**src/rtl/ea_pkg.sv**
```systemverilog
package ea_pkg;

    localparam int WORD_W      = 12;
    localparam int OPC_W       = 3;
    localparam int OFF_W       = 7;
    localparam int PAGE_W      = WORD_W - OFF_W;
    localparam int MEMREF_LAST = 5;

    typedef logic [WORD_W-1:0] word_t;

    // Instruction fields, most significant first
    typedef struct packed {
        logic [OPC_W-1:0] opc;
        logic             ind;
        logic             pg;
        logic [OFF_W-1:0] off;
    } instr_t;

    // Decoded request carried from acceptance to completion
    typedef struct packed {
        logic  is_mem;
        logic  ind;
        logic  auto_hit;
        word_t page_addr;
    } req_t;

    typedef enum logic [2:0] {
        S_IDLE,
        S_DIRECT,
        S_READ_PTR,
        S_WRITE_PTR,
        S_DONE
    } state_t;

    function automatic logic opc_is_memref(input logic [OPC_W-1:0] opc);
        return (opc <= OPC_W'(MEMREF_LAST));
    endfunction

    function automatic word_t page_address(input instr_t f, input word_t pc);
        word_t a;
        if (f.pg)
            a = {pc[WORD_W-1:OFF_W], f.off};
        else
            a = {{PAGE_W{1'b0}}, f.off};
        return a;
    endfunction

endpackage

```
**src/rtl/ea_decode.sv**
```systemverilog
module ea_decode
    import ea_pkg::*;
#(
    parameter int AUTO_BASE = 8,
    parameter int AUTO_NUM  = 8
) (
    input  word_t instr_w,
    input  word_t pc_w,
    output req_t  req
);

    localparam int    AW      = (AUTO_NUM > 1) ? $clog2(AUTO_NUM) : 0;
    localparam bit    ALIGNED = ((1 << AW) == AUTO_NUM) && ((AUTO_BASE % AUTO_NUM) == 0);
    localparam word_t WIN_LO  = word_t'(AUTO_BASE);
    localparam word_t WIN_HI  = word_t'(AUTO_BASE + AUTO_NUM - 1);

    instr_t f;
    word_t  pa;
    logic   memref;
    logic   in_win;

    assign f      = instr_t'(instr_w);
    assign memref = opc_is_memref(f.opc);
    assign pa     = page_address(f, pc_w);

    // Aligned power-of-two window: compare upper bits only
    generate
        if (ALIGNED) begin : g_mask
            assign in_win = (pa[WORD_W-1:AW] == WIN_LO[WORD_W-1:AW]);
        end else begin : g_range
            assign in_win = (pa >= WIN_LO) && (pa <= WIN_HI);
        end
    endgenerate

    assign req.is_mem    = memref;
    assign req.ind       = memref & f.ind;
    assign req.auto_hit  = memref & f.ind & in_win;
    assign req.page_addr = memref ? pa : '0;

endmodule

```
**src/rtl/ea_incr.sv**
```systemverilog
module ea_incr #(
    parameter int W = 12
) (
    input  logic [W-1:0] a,
    output logic [W-1:0] y
);

    logic [W-1:0] c;

    assign c[0] = 1'b1;

    // Ripple increment; carry out of the top bit is dropped (modulo 2^W)
    generate
        for (genvar i = 0; i < W; i++) begin : g_bit
            assign y[i] = a[i] ^ c[i];
            if (i < W - 1) begin : g_carry
                assign c[i+1] = a[i] & c[i];
            end
        end
    endgenerate

endmodule

```
**src/rtl/ea_seq.sv**
```systemverilog
module ea_seq
    import ea_pkg::*;
(
    input  logic   clk,
    input  logic   rst,
    input  logic   start,
    input  logic   new_is_mem,
    input  logic   new_ind,
    input  logic   held_auto,
    output state_t state,
    output logic   busy,
    output logic   done,
    output logic   mem_re,
    output logic   mem_we
);

    state_t nxt;

    always_ff @(posedge clk) begin
        if (rst)
            state <= S_IDLE;
        else
            state <= nxt;
    end

    always_comb begin
        nxt = state;
        case (state)
            S_IDLE: begin
                if (start) begin
                    if (!new_is_mem)
                        nxt = S_DONE;
                    else if (new_ind)
                        nxt = S_READ_PTR;
                    else
                        nxt = S_DIRECT;
                end
            end
            S_READ_PTR:  nxt = held_auto ? S_WRITE_PTR : S_DIRECT;
            S_DIRECT:    nxt = S_DONE;
            S_WRITE_PTR: nxt = S_DONE;
            S_DONE:      nxt = S_IDLE;
            default:     nxt = S_IDLE;
        endcase
    end

    assign busy   = (state != S_IDLE);
    assign done   = (state == S_DONE);
    assign mem_re = (state == S_READ_PTR);
    assign mem_we = (state == S_WRITE_PTR);

    // strobe lasts one cycle
    a_r10_done_single: assert property (@(posedge clk) disable iff (rst)
        done |=> !done);

    // a pointer read is followed by resolve or write-back
    a_r5_read_then_use: assert property (@(posedge clk) disable iff (rst)
        mem_re |=> (mem_we || state == S_DIRECT));

endmodule

```
**src/rtl/ea_unit.sv**
```systemverilog
module ea_unit
    import ea_pkg::*;
#(
    parameter int AUTO_BASE = 8,
    parameter int AUTO_NUM  = 8
) (
    input  logic              clk,
    input  logic              rst,
    input  logic              req_valid,
    input  logic [WORD_W-1:0] req_instr,
    input  logic [WORD_W-1:0] req_pc,
    output logic              busy,
    output logic              done,
    output logic              is_mem,
    output logic [WORD_W-1:0] ea,
    output logic              mem_re,
    output logic              mem_we,
    output logic [WORD_W-1:0] mem_addr,
    output logic [WORD_W-1:0] mem_wdata,
    input  logic [WORD_W-1:0] mem_rdata
);

    req_t   dec;
    req_t   req_q;
    state_t state;
    word_t  ea_q;
    word_t  inc_val;
    logic   start;

    ea_decode #(
        .AUTO_BASE (AUTO_BASE),
        .AUTO_NUM  (AUTO_NUM)
    ) u_decode (
        .instr_w (req_instr),
        .pc_w    (req_pc),
        .req     (dec)
    );

    ea_incr #(
        .W (WORD_W)
    ) u_incr (
        .a (mem_rdata),
        .y (inc_val)
    );

    assign start = req_valid && (state == S_IDLE);

    ea_seq u_seq (
        .clk        (clk),
        .rst        (rst),
        .start      (start),
        .new_is_mem (dec.is_mem),
        .new_ind    (dec.ind),
        .held_auto  (req_q.auto_hit),
        .state      (state),
        .busy       (busy),
        .done       (done),
        .mem_re     (mem_re),
        .mem_we     (mem_we)
    );

    always_ff @(posedge clk) begin
        if (rst) begin
            req_q <= '0;
            ea_q  <= '0;
        end else begin
            if (start) begin
                req_q <= dec;
                ea_q  <= '0;
            end
            case (state)
                S_DIRECT:    ea_q <= req_q.ind ? mem_rdata : req_q.page_addr;
                S_WRITE_PTR: ea_q <= inc_val;
                default:     ;
            endcase
        end
    end

    assign is_mem    = req_q.is_mem;
    assign ea        = ea_q;
    assign mem_addr  = req_q.page_addr;
    assign mem_wdata = inc_val;

    // an idle unit takes the request and turns busy
    a_r9_accept: assert property (@(posedge clk) disable iff (rst)
        (req_valid && !busy) |=> busy);

    // non-memory opcodes report a zero address
    a_r2_nomem_zero: assert property (@(posedge clk) disable iff (rst)
        (done && !is_mem) |-> (ea == '0));

    // write-back only right after the pointer read
    a_r6_wb_after_read: assert property (@(posedge clk) disable iff (rst)
        mem_we |-> $past(mem_re));

    // write-back goes to the location just read
    a_r6_wb_same_addr: assert property (@(posedge clk) disable iff (rst)
        mem_we |-> (mem_addr == $past(mem_addr)));

    // read and write never overlap
    a_r5_no_rw_overlap: assert property (@(posedge clk) disable iff (rst)
        !(mem_re && mem_we));

    // all-ones pointer wraps to zero
    a_r7_wrap: assert property (@(posedge clk) disable iff (rst)
        (mem_we && mem_rdata == '1) |-> (mem_wdata == '0));

endmodule

```
**config.mk**
```make
export PLATFORM = sky130hd
export DESIGN_NAME = ea_unit
export DESIGN_NICKNAME = d
export VERILOG_FILES = /design/src/rtl/ea_pkg.sv /design/src/rtl/ea_decode.sv /design/src/rtl/ea_incr.sv /design/src/rtl/ea_seq.sv /design/src/rtl/ea_unit.sv
export SDC_FILE = /design/constraint.sdc
export NUM_CORES = 1
export LEC_CHECK = 0
export ABC_AREA = 1
export BUFFER_PORTS_ARGS = -buffer_cell sky130_fd_sc_hd__buf_2
export CAP_MARGIN = 20
export CORE_MARGIN = 8
export CORE_UTILIZATION = 46
export DETAILED_ROUTE_END_ITERATION = 12
export GPL_ROUTABILITY_DRIVEN = 0
export PLACE_DENSITY = 0.76
export SETUP_SLACK_MARGIN = 0.1
export SYNTH_ARGS = -nofsm -noshare
export SYNTH_HDL_FRONTEND = slang
export SYNTH_SLANG_ARGS = --single-unit
```
**constraint.sdc**
```tcl
create_clock -name clk -period 4.1 [get_ports clk]
set_clock_uncertainty 0.2 [all_clocks]
set_input_delay 0.615 -clock clk [delete_from_list [all_inputs] [get_ports clk]]
set_output_delay 0.615 -clock clk [all_outputs]
set_load 0.02 [all_outputs]
```
==> reports/summary.txt, run 1 <==
design area -> 0.001991 mm²
first-pass GRT wire length -> 7.438 mm
GR Util met3 -> 0.05896
Switching Fraction -> 0.3264
Synth Instances -> 249
ratio of cells with drive above 1 in the final layout -> 0.2772
Antenna Nets Post-Route -> 0
Synth cell types -> 21
Seq pwr share -> 0.512
switching component of the power -> 202.1 µW
vias after detailed routing -> 1690
Synth Area in Adders -> 0.07424
port bufs -> 71
top-count cell post-synth -> nand2_1
fill cell count -> 388
diode count -> 0
post-synthesis mux area share -> 0
RSZ-0062 raised after global routing -> false
chip height -> 76.53 µm
starting DRC count in detailed routing -> 75
number of enable flip-flop cells after synthesis -> 0
Clock transition at path regs -> 80 ps
Initial Util -> 0.4710
PostCTS Resize Cnt -> 0
busiest grt layer -> met2
post-synth top area share -> 0.3563
setup TNS -> 0 ps
Storage cell area -> 600.6 µm²
synth cell count leaders -> nand2_1, dfxtp_1, a21oi_1, inv_1, nor2_1
Setup crit end kind -> primary output
routing usage on met2 -> 0.2536
Root Buffer -> clkbuf_4
htree depth -> 2
post-synthesis sequential area ratio -> 0.3563
top cells by area, synth -> dfxtp_1, nand2_1, a21oi_1
WS Path Type -> in2out
CTS sink cnt -> 30
Crit Path Max Fanout -> 3
Seq cells post-synth -> 30
postcts setup bufs -> 0
worst-case vdd ir drop -> 0.1872 mV
LEAKAGE -> 0.001029 µW
status -> complete, no violations
CP required -> 3280 ps
initial antenna violation count -> 0
layout net count -> 352
clock buffer depth -> 2
Compound-Gate Fraction of Synth Area -> 0.1262
beginning of the worst hold path -> is_mem$_SDFFE_PP0P_
vias in the first global route -> 1655
grt total ovfl -> 0
worst slack at placement -> 351.7 ps
Die ar. -> 0.005857 mm²
Syn Std Cell Area -> 0.001685 mm²
multi-input logic area -> 847.1 µm²
CTS tree -> done
cell internal pwr -> 417.1 µW
Tmin final -> 3726 ps
io pins -> 80
endpoints failing setup -> 0
actual slew at the worst max-slew pin -> 768.1 ps
core area -> 0.003578 mm²
most area-hungry cell type in the Yosys netlist -> dfxtp_1
XOR/XNOR Fraction of Synth Area -> 0
path type of the worst min-delay path -> reg2reg
setup slack after layout -> 373.5 ps
routed length per instance -> 12.47 µm
largest net degree at the start of global routing -> 31
routed vias/inst -> 4.815
Area after DPL -> 0.001946 mm²
Synth Area in Simple Gates -> 0.3022
Pins Over Slew Limit -> 0
DIE WIDTH -> 76.53 µm
Final HPWL DP -> 3.329 mm
num rows -> 22
synth warn -> 0
final hold violations -> 0
syn_nets -> 298
clock latency at the later pin of the worst-skew pair -> 320 ps
Avg Inst Size Synth -> 6.769 µm²
Hold-fix buffers, CTS -> 0
Crit Reg-Reg Startpoint -> req_q[13]$_SDFFE_PP0P_
peak clock frequency supported by timing -> 268.4 MHz
TritonRoute pass-1 iters -> 4
Num CTS Buffers -> 5
main combinational cell family by area after synthesis -> simple AND/OR/NAND/NOR gates
Post-synth ARST share -> 0
critical path launch point type -> input pin
Max Cap Viol -> 0
critical path arrival -> 2910 ps
Final period util -> 0.9089
Synth Flop Type -> dfxtp_1
# DRC -> 0
met1 Resource Use GR -> 0.1731
Area growth, synth to finish -> 18.11%
PwrDens -> 311.0 mW/mm²
Combinational Power Share -> 0.236
Routed Wire Length -> 4.376 mm
CP startpoint -> mem_rdata[0]
Clk pwr share -> 0.252
slew margin rel. -> 0.4872
GRT Resource Usage Total -> 0.1531
-- per-stage QoR --
step	total power (µW)	hold WS, ps	std cells	util
after floorplan	432.5	245.4	249	-
after global placement	469.0	251.2	344	0.5437
after detailed placement	471.5	261.4	344	0.5437
after CTS	631.1	274.1	351	0.5563
after global routing	661.2	291.2	351	0.5563
final	619.2	267.5	351	0.5563
-- path summary, 6_finish.rpt --
| path | to | slack (ps) | cells after the start |
|---|---|---|---|
| worst min register to register | is_mem$_SDFFE_PP0P_ | 270 | 2 |
| worst max register to register | ea[1]$_SDFFE_PP0P_ | 2450 | 5 |
| worst min-delay path | is_mem$_SDFFE_PP0P_ | 270 | 2 |
| worst max-delay path | mem_wdata[11] | 370 | 15 |
-- cell usage in the layout (no fill, tap or decap), drive strengths merged --
master,netlist,final
a211oi,1,1
ha,10,10
clkbuf,6,7
o21ai,13,13
nand2,86,86
nor2,23,23
dfxtp,30,30
inv,22,22
nor3,4,4
a21oi,28,28
buf,18,71
nand3,8,8
-- sequential cells by signal (all words and copies together) (netlist names) --
register     count
req_q            2
u_seq.state      3
mem_addr        12
is_mem           1
ea              12
-- metal layers --
layer | share of wire | up-vias
met4 | 0.018 | 0
met3 | 0.078 | 7
met1 | 0.44 | 744
li1 | - | 884
met5 | 0 | -
met2 | 0.47 | 55
-- power by group through the flow --
stage,clock network (µW),logic (µW),registers (µW)
floorplan,0,110,322
global placement,0,146,323
detailed placement,0,148,324
CTS,166,148,317
global route,178,164,320
finish,156,146,317
-- area by class of cell --
| type | count | area share |
|---|---|---|
| Clock buffer | 7 | 0.02263 |
| Timing Repair Buffer | 71 | 0.1785 |
| Tap cell | 48 | 0.03017 |
| Multi-Input combinational cell | 173 | 0.4255 |
| Inverter | 22 | 0.04148 |
| Sequential cell | 30 | 0.3017 |
-- kinds of logic after synthesis --
family,count (synthesis)
and+or+nand+nor,121
buffers and inverters,46
AOI/OAI and AO/OA,42
DFF,30
adders and majority gates,10
-- critical path, cell delays in order --
cell and delay (ps):
buf_2 120, ha_1 200, ha_1 180, ha_1 180, ha_1 180, ha_1 180, ha_1 190, ha_1 180
ha_1 180, ha_1 180, ha_1 200, inv_1 60, nand2_1 40, nand2_1 70, buf_2 160
Power figures use the tool's default switching activity.
==> inputs of run 2 (changes only) <==
- CORE_UTILIZATION: 46 -> 44
- PLACE_DENSITY: 0.76 -> 0.74
- RECOVER_POWER: unset -> 100
- SYNTH_HIERARCHICAL: unset -> 1
- clock period: 4.1 -> 3.42 ns (I/O delays scaled with it)
==> reports/summary.txt, run 2 <==
PwrDens -> 461.5 mW/mm² (was 311.0 mW/mm²)
Synth Instances -> 313 (was 249)
synth cell count leaders -> nand2_1, nor2_1, dfxtp_1, inv_1, nand3_1 (was nand2_1, dfxtp_1, a21oi_1, inv_1, nor2_1)
ratio of cells with drive above 1 in the final layout -> 0.1734 (was 0.2772)
# DRC -> 0 (unchanged)
Crit Reg-Reg Startpoint -> u_seq/state[0]$_SDFFE_PP0P_ (was req_q[13]$_SDFFE_PP0P_)
GRT Resource Usage Total -> 0.1488 (was 0.1531)
Synth cell types -> 22 (was 21)
clock latency at the later pin of the worst-skew pair -> 280 ps (was 320 ps)
r2r setup slk -> 1110 ps (was 2450 ps)
peak clock frequency supported by timing -> 304.4 MHz
CTS tree -> done (unchanged)
Area growth, synth to finish -> 18.96% (was 18.11%)
top cells by area, synth -> dfxtp_1, nand2_1, nor2_1 (was dfxtp_1, nand2_1, a21oi_1)
io pins -> 80 (unchanged)
critical path arrival -> 2570 ps (was 2910 ps)
vias after detailed routing -> 2007 (was 1690)
Avg Inst Size Synth -> 6.324 µm² (was 6.769 µm²)
post-synth top area share -> 0.3034 (was 0.3563)
Seq cells post-synth -> 30 (unchanged)
Routed Wire Length -> 5.337 mm (was 4.376 mm)
CP required -> 2710 ps (was 3280 ps)
Setup crit end kind -> primary output (unchanged)
endpoints failing setup -> 0 (unchanged)
Crit Path Max Fanout -> 2 (was 3)
layout net count -> 418 (was 352)
Placed Cells -> 413 (was 344)
Max Cap Viol -> 0 (unchanged)
setup TNS -> 0 ps (unchanged)
vias in the first global route -> 1884 (was 1655)
fin cells -> 421 (was 351)
RSZ-0062 raised after global routing -> false (unchanged)
most common cell after layout, fill and taps aside -> nand2_1 (unchanged)
synth warn -> 6 (was 0)
Hold Crit Depth -> 2 (unchanged)
number of enable flip-flop cells after synthesis -> 0 (unchanged)
htree depth -> 2 (unchanged)
critical path launch point type -> input pin (unchanged)
largest net degree at the start of global routing -> 28 (was 31)
post-synthesis sequential area ratio -> 0.3034 (was 0.3563)
Synth Flop Type -> dfxtp_1 (unchanged)
Slowest cell on crit path -> ha_1 (unchanged)
CP max stage delay -> 200 ps (about the same)
Die ar. -> 0.006901 mm² (was 0.005857 mm²)
first-pass GRT wire length -> 8.756 mm (was 7.438 mm)
Num CTS Buffers -> 5 (unchanged)
Initial Util -> 0.4546 (was 0.4710)
port bufs -> 71 (unchanged)
DIE WIDTH -> 83.07 µm (was 76.53 µm)
Final HPWL DP -> 4.015 mm (was 3.329 mm)
CP cell instances -> buf_2 > ha_4 > ha_2 > ha_2 > ha_1 > ha_4 > ha_4 > ha_4 > ha_4 > ha_4 > ha_4 > inv_1 > nand2_1 > nand2_2 > buf_6 (was buf_2 > ha_1 > ha_1 > ha_1 > ha_1 > ha_1 > ha_1 > ha_1 > ha_1 > ha_1 > ha_1 > inv_1 > nand2_1 > nand2_1 > buf_2)
slew margin rel. -> 0.4269 (was 0.4872)
diode count -> 0 (unchanged)
Final period util -> 0.9605
most area-hungry cell type in the Yosys netlist -> dfxtp_1 (unchanged)
Min-Delay Endpoint -> req_q[12]$_SDFFE_PP0P_ (was is_mem$_SDFFE_PP0P_)
num rows -> 24 (was 22)
Clock transition at path regs -> 60 ps (was 80 ps)
clock buffer depth -> 2 (unchanged)
actual slew at the worst max-slew pin -> 859.7 ps (was 768.1 ps)
syn_nets -> 362 (was 298)
chip height -> 83.07 µm (was 76.53 µm)
starting DRC count in detailed routing -> 145 (was 75)
final hold violations -> 0 (unchanged)
worst-case vdd ir drop -> 0.1795 mV (was 0.1872 mV)
worst slack at placement -> -112.8 ps (was 351.7 ps)
routed vias/inst -> 4.767 (was 4.815)
Pins Over Slew Limit -> 0 (unchanged)
most frequent cell on the critical path -> ha_4 (was ha_1)
Post-synth ARST share -> 0 (unchanged)
Power Total -> 1087 µW (was 619.2 µW)
core area -> 0.004354 mm² (was 0.003578 mm²)
Antenna Nets Post-Route -> 0 (unchanged)
Syn Std Cell Area -> 0.001979 mm² (was 0.001685 mm²)
grt total ovfl -> 0 (unchanged)
initial antenna violation count -> 0 (unchanged)
Root Buffer -> clkbuf_8 (was clkbuf_4)
R2R Path End -> u_seq/state[2]$_SDFFE_PP0P_ (was ea[1]$_SDFFE_PP0P_)
setup slack after layout -> 135.1 ps (was 373.5 ps)
top-count cell post-synth -> nand2_1 (unchanged)
path type of the worst min-delay path -> reg2reg (unchanged)
beginning of the worst hold path -> req_q[12]$_SDFFE_PP0P_ (was is_mem$_SDFFE_PP0P_)
commonest cells after routing, fill and taps aside -> nand2_1, nor2_1, clkbuf_1, buf_2, dfxtp_1 (was nand2_1, buf_2, dfxtp_1, a21oi_1, inv_1)
Tmin final -> 3285 ps
R2R depth -> 7 (was 5)
WS Path Type -> in2out (unchanged)
TritonRoute pass-1 iters -> 5 (was 4)
CTS sink cnt -> 30 (unchanged)
routed length per instance -> 12.68 µm (was 12.47 µm)
status -> complete, no violations (unchanged)
LEAKAGE -> 0.001187 µW (was 0.001029 µW)
Min Hold Slack -> 283.5 ps (was 267.5 ps)
==> run 2: worst max-delay path, delay by kind of cell <==
| kind | cells | cell delay [ps] |
|---|---|---|
| adders and majority gates | 10 | 1620 |
| buffers and inverters | 3 | 290 |
| and+or+nand+nor | 2 | 140 |
==> run 2: per-stage QoR <==
stage | instance area (µm²) | utilization
after floorplan | 1979 | -
after CTS | 2359 | 0.5417
after detailed placement | 2236 | 0.5135
final | 2355 | 0.5408
after global routing | 2355 | 0.5408
after global placement | 2236 | 0.5135
==> run 2: worst max path at each step <==
stage,start,endpoint,slack (ps),depth (start not counted)
2_1_floorplan,mem_rdata[0],mem_wdata[11],220,13
3_3_place_gp,mem_rdata[0],mem_wdata[11],-90,15
3_5_place_dp,mem_rdata[0],mem_wdata[11],-110,15
4_1_cts,mem_rdata[0],mem_wdata[11],120,15
5_1_grt,mem_rdata[0],mem_wdata[11],70,15
6_report,mem_rdata[0],mem_wdata[11],140,15
==> run 2: timing repair <==
item                       in CTS  in global routing
hold buffers                    0                  0
gates resized for setup        14                  7
setup buffers                   0                  1
setup endpoints to repair       2                  2
pin swaps                       0                  1
==> run 2: final cells by class <==
type	count	area (µm²)
clock buffer	5	68.82
inverter	27	102.6
clock inverter	2	10.01
tap	52	65.06
multi-input combinational	229	1156
timing repair buffer	76	351.6
sequential	30	600.6
fill	479	1999
==> run 2: cells by family (layout without fill, tap and decap cells) <==
logic type | after synthesis | count (layout) | share of synthesized area
buffers and inverters | 54 | 110 | 0.1504
flip-flops | 30 | 30 | 0.3034
adder cells (fa/ha/maj) | 10 | 10 | 0.06321
AO/OA/AOI/OAI | 20 | 20 | 0.05436
AND/OR/NAND/NOR | 199 | 199 | 0.4286
==> run 2: layer usage <==
metal	track usage	routed length [µm]	vias to the layer above
met5	0	0	-
met4	0.05591	61	0
met3	0.04883	275	5
met2	0.2440	2556	59
met1	0.1749	2443	878
li1	-	-	1065
==> run 2: where the power goes <==
group	switching (µW)	internal (µW)	total [µW]	leakage [µW]
Combinational	260	129	389	0.000896
Clock	128	136	264	0.0000438
Sequential	36.0	398	434	0.000248
Total	423	663	1090	0.00119
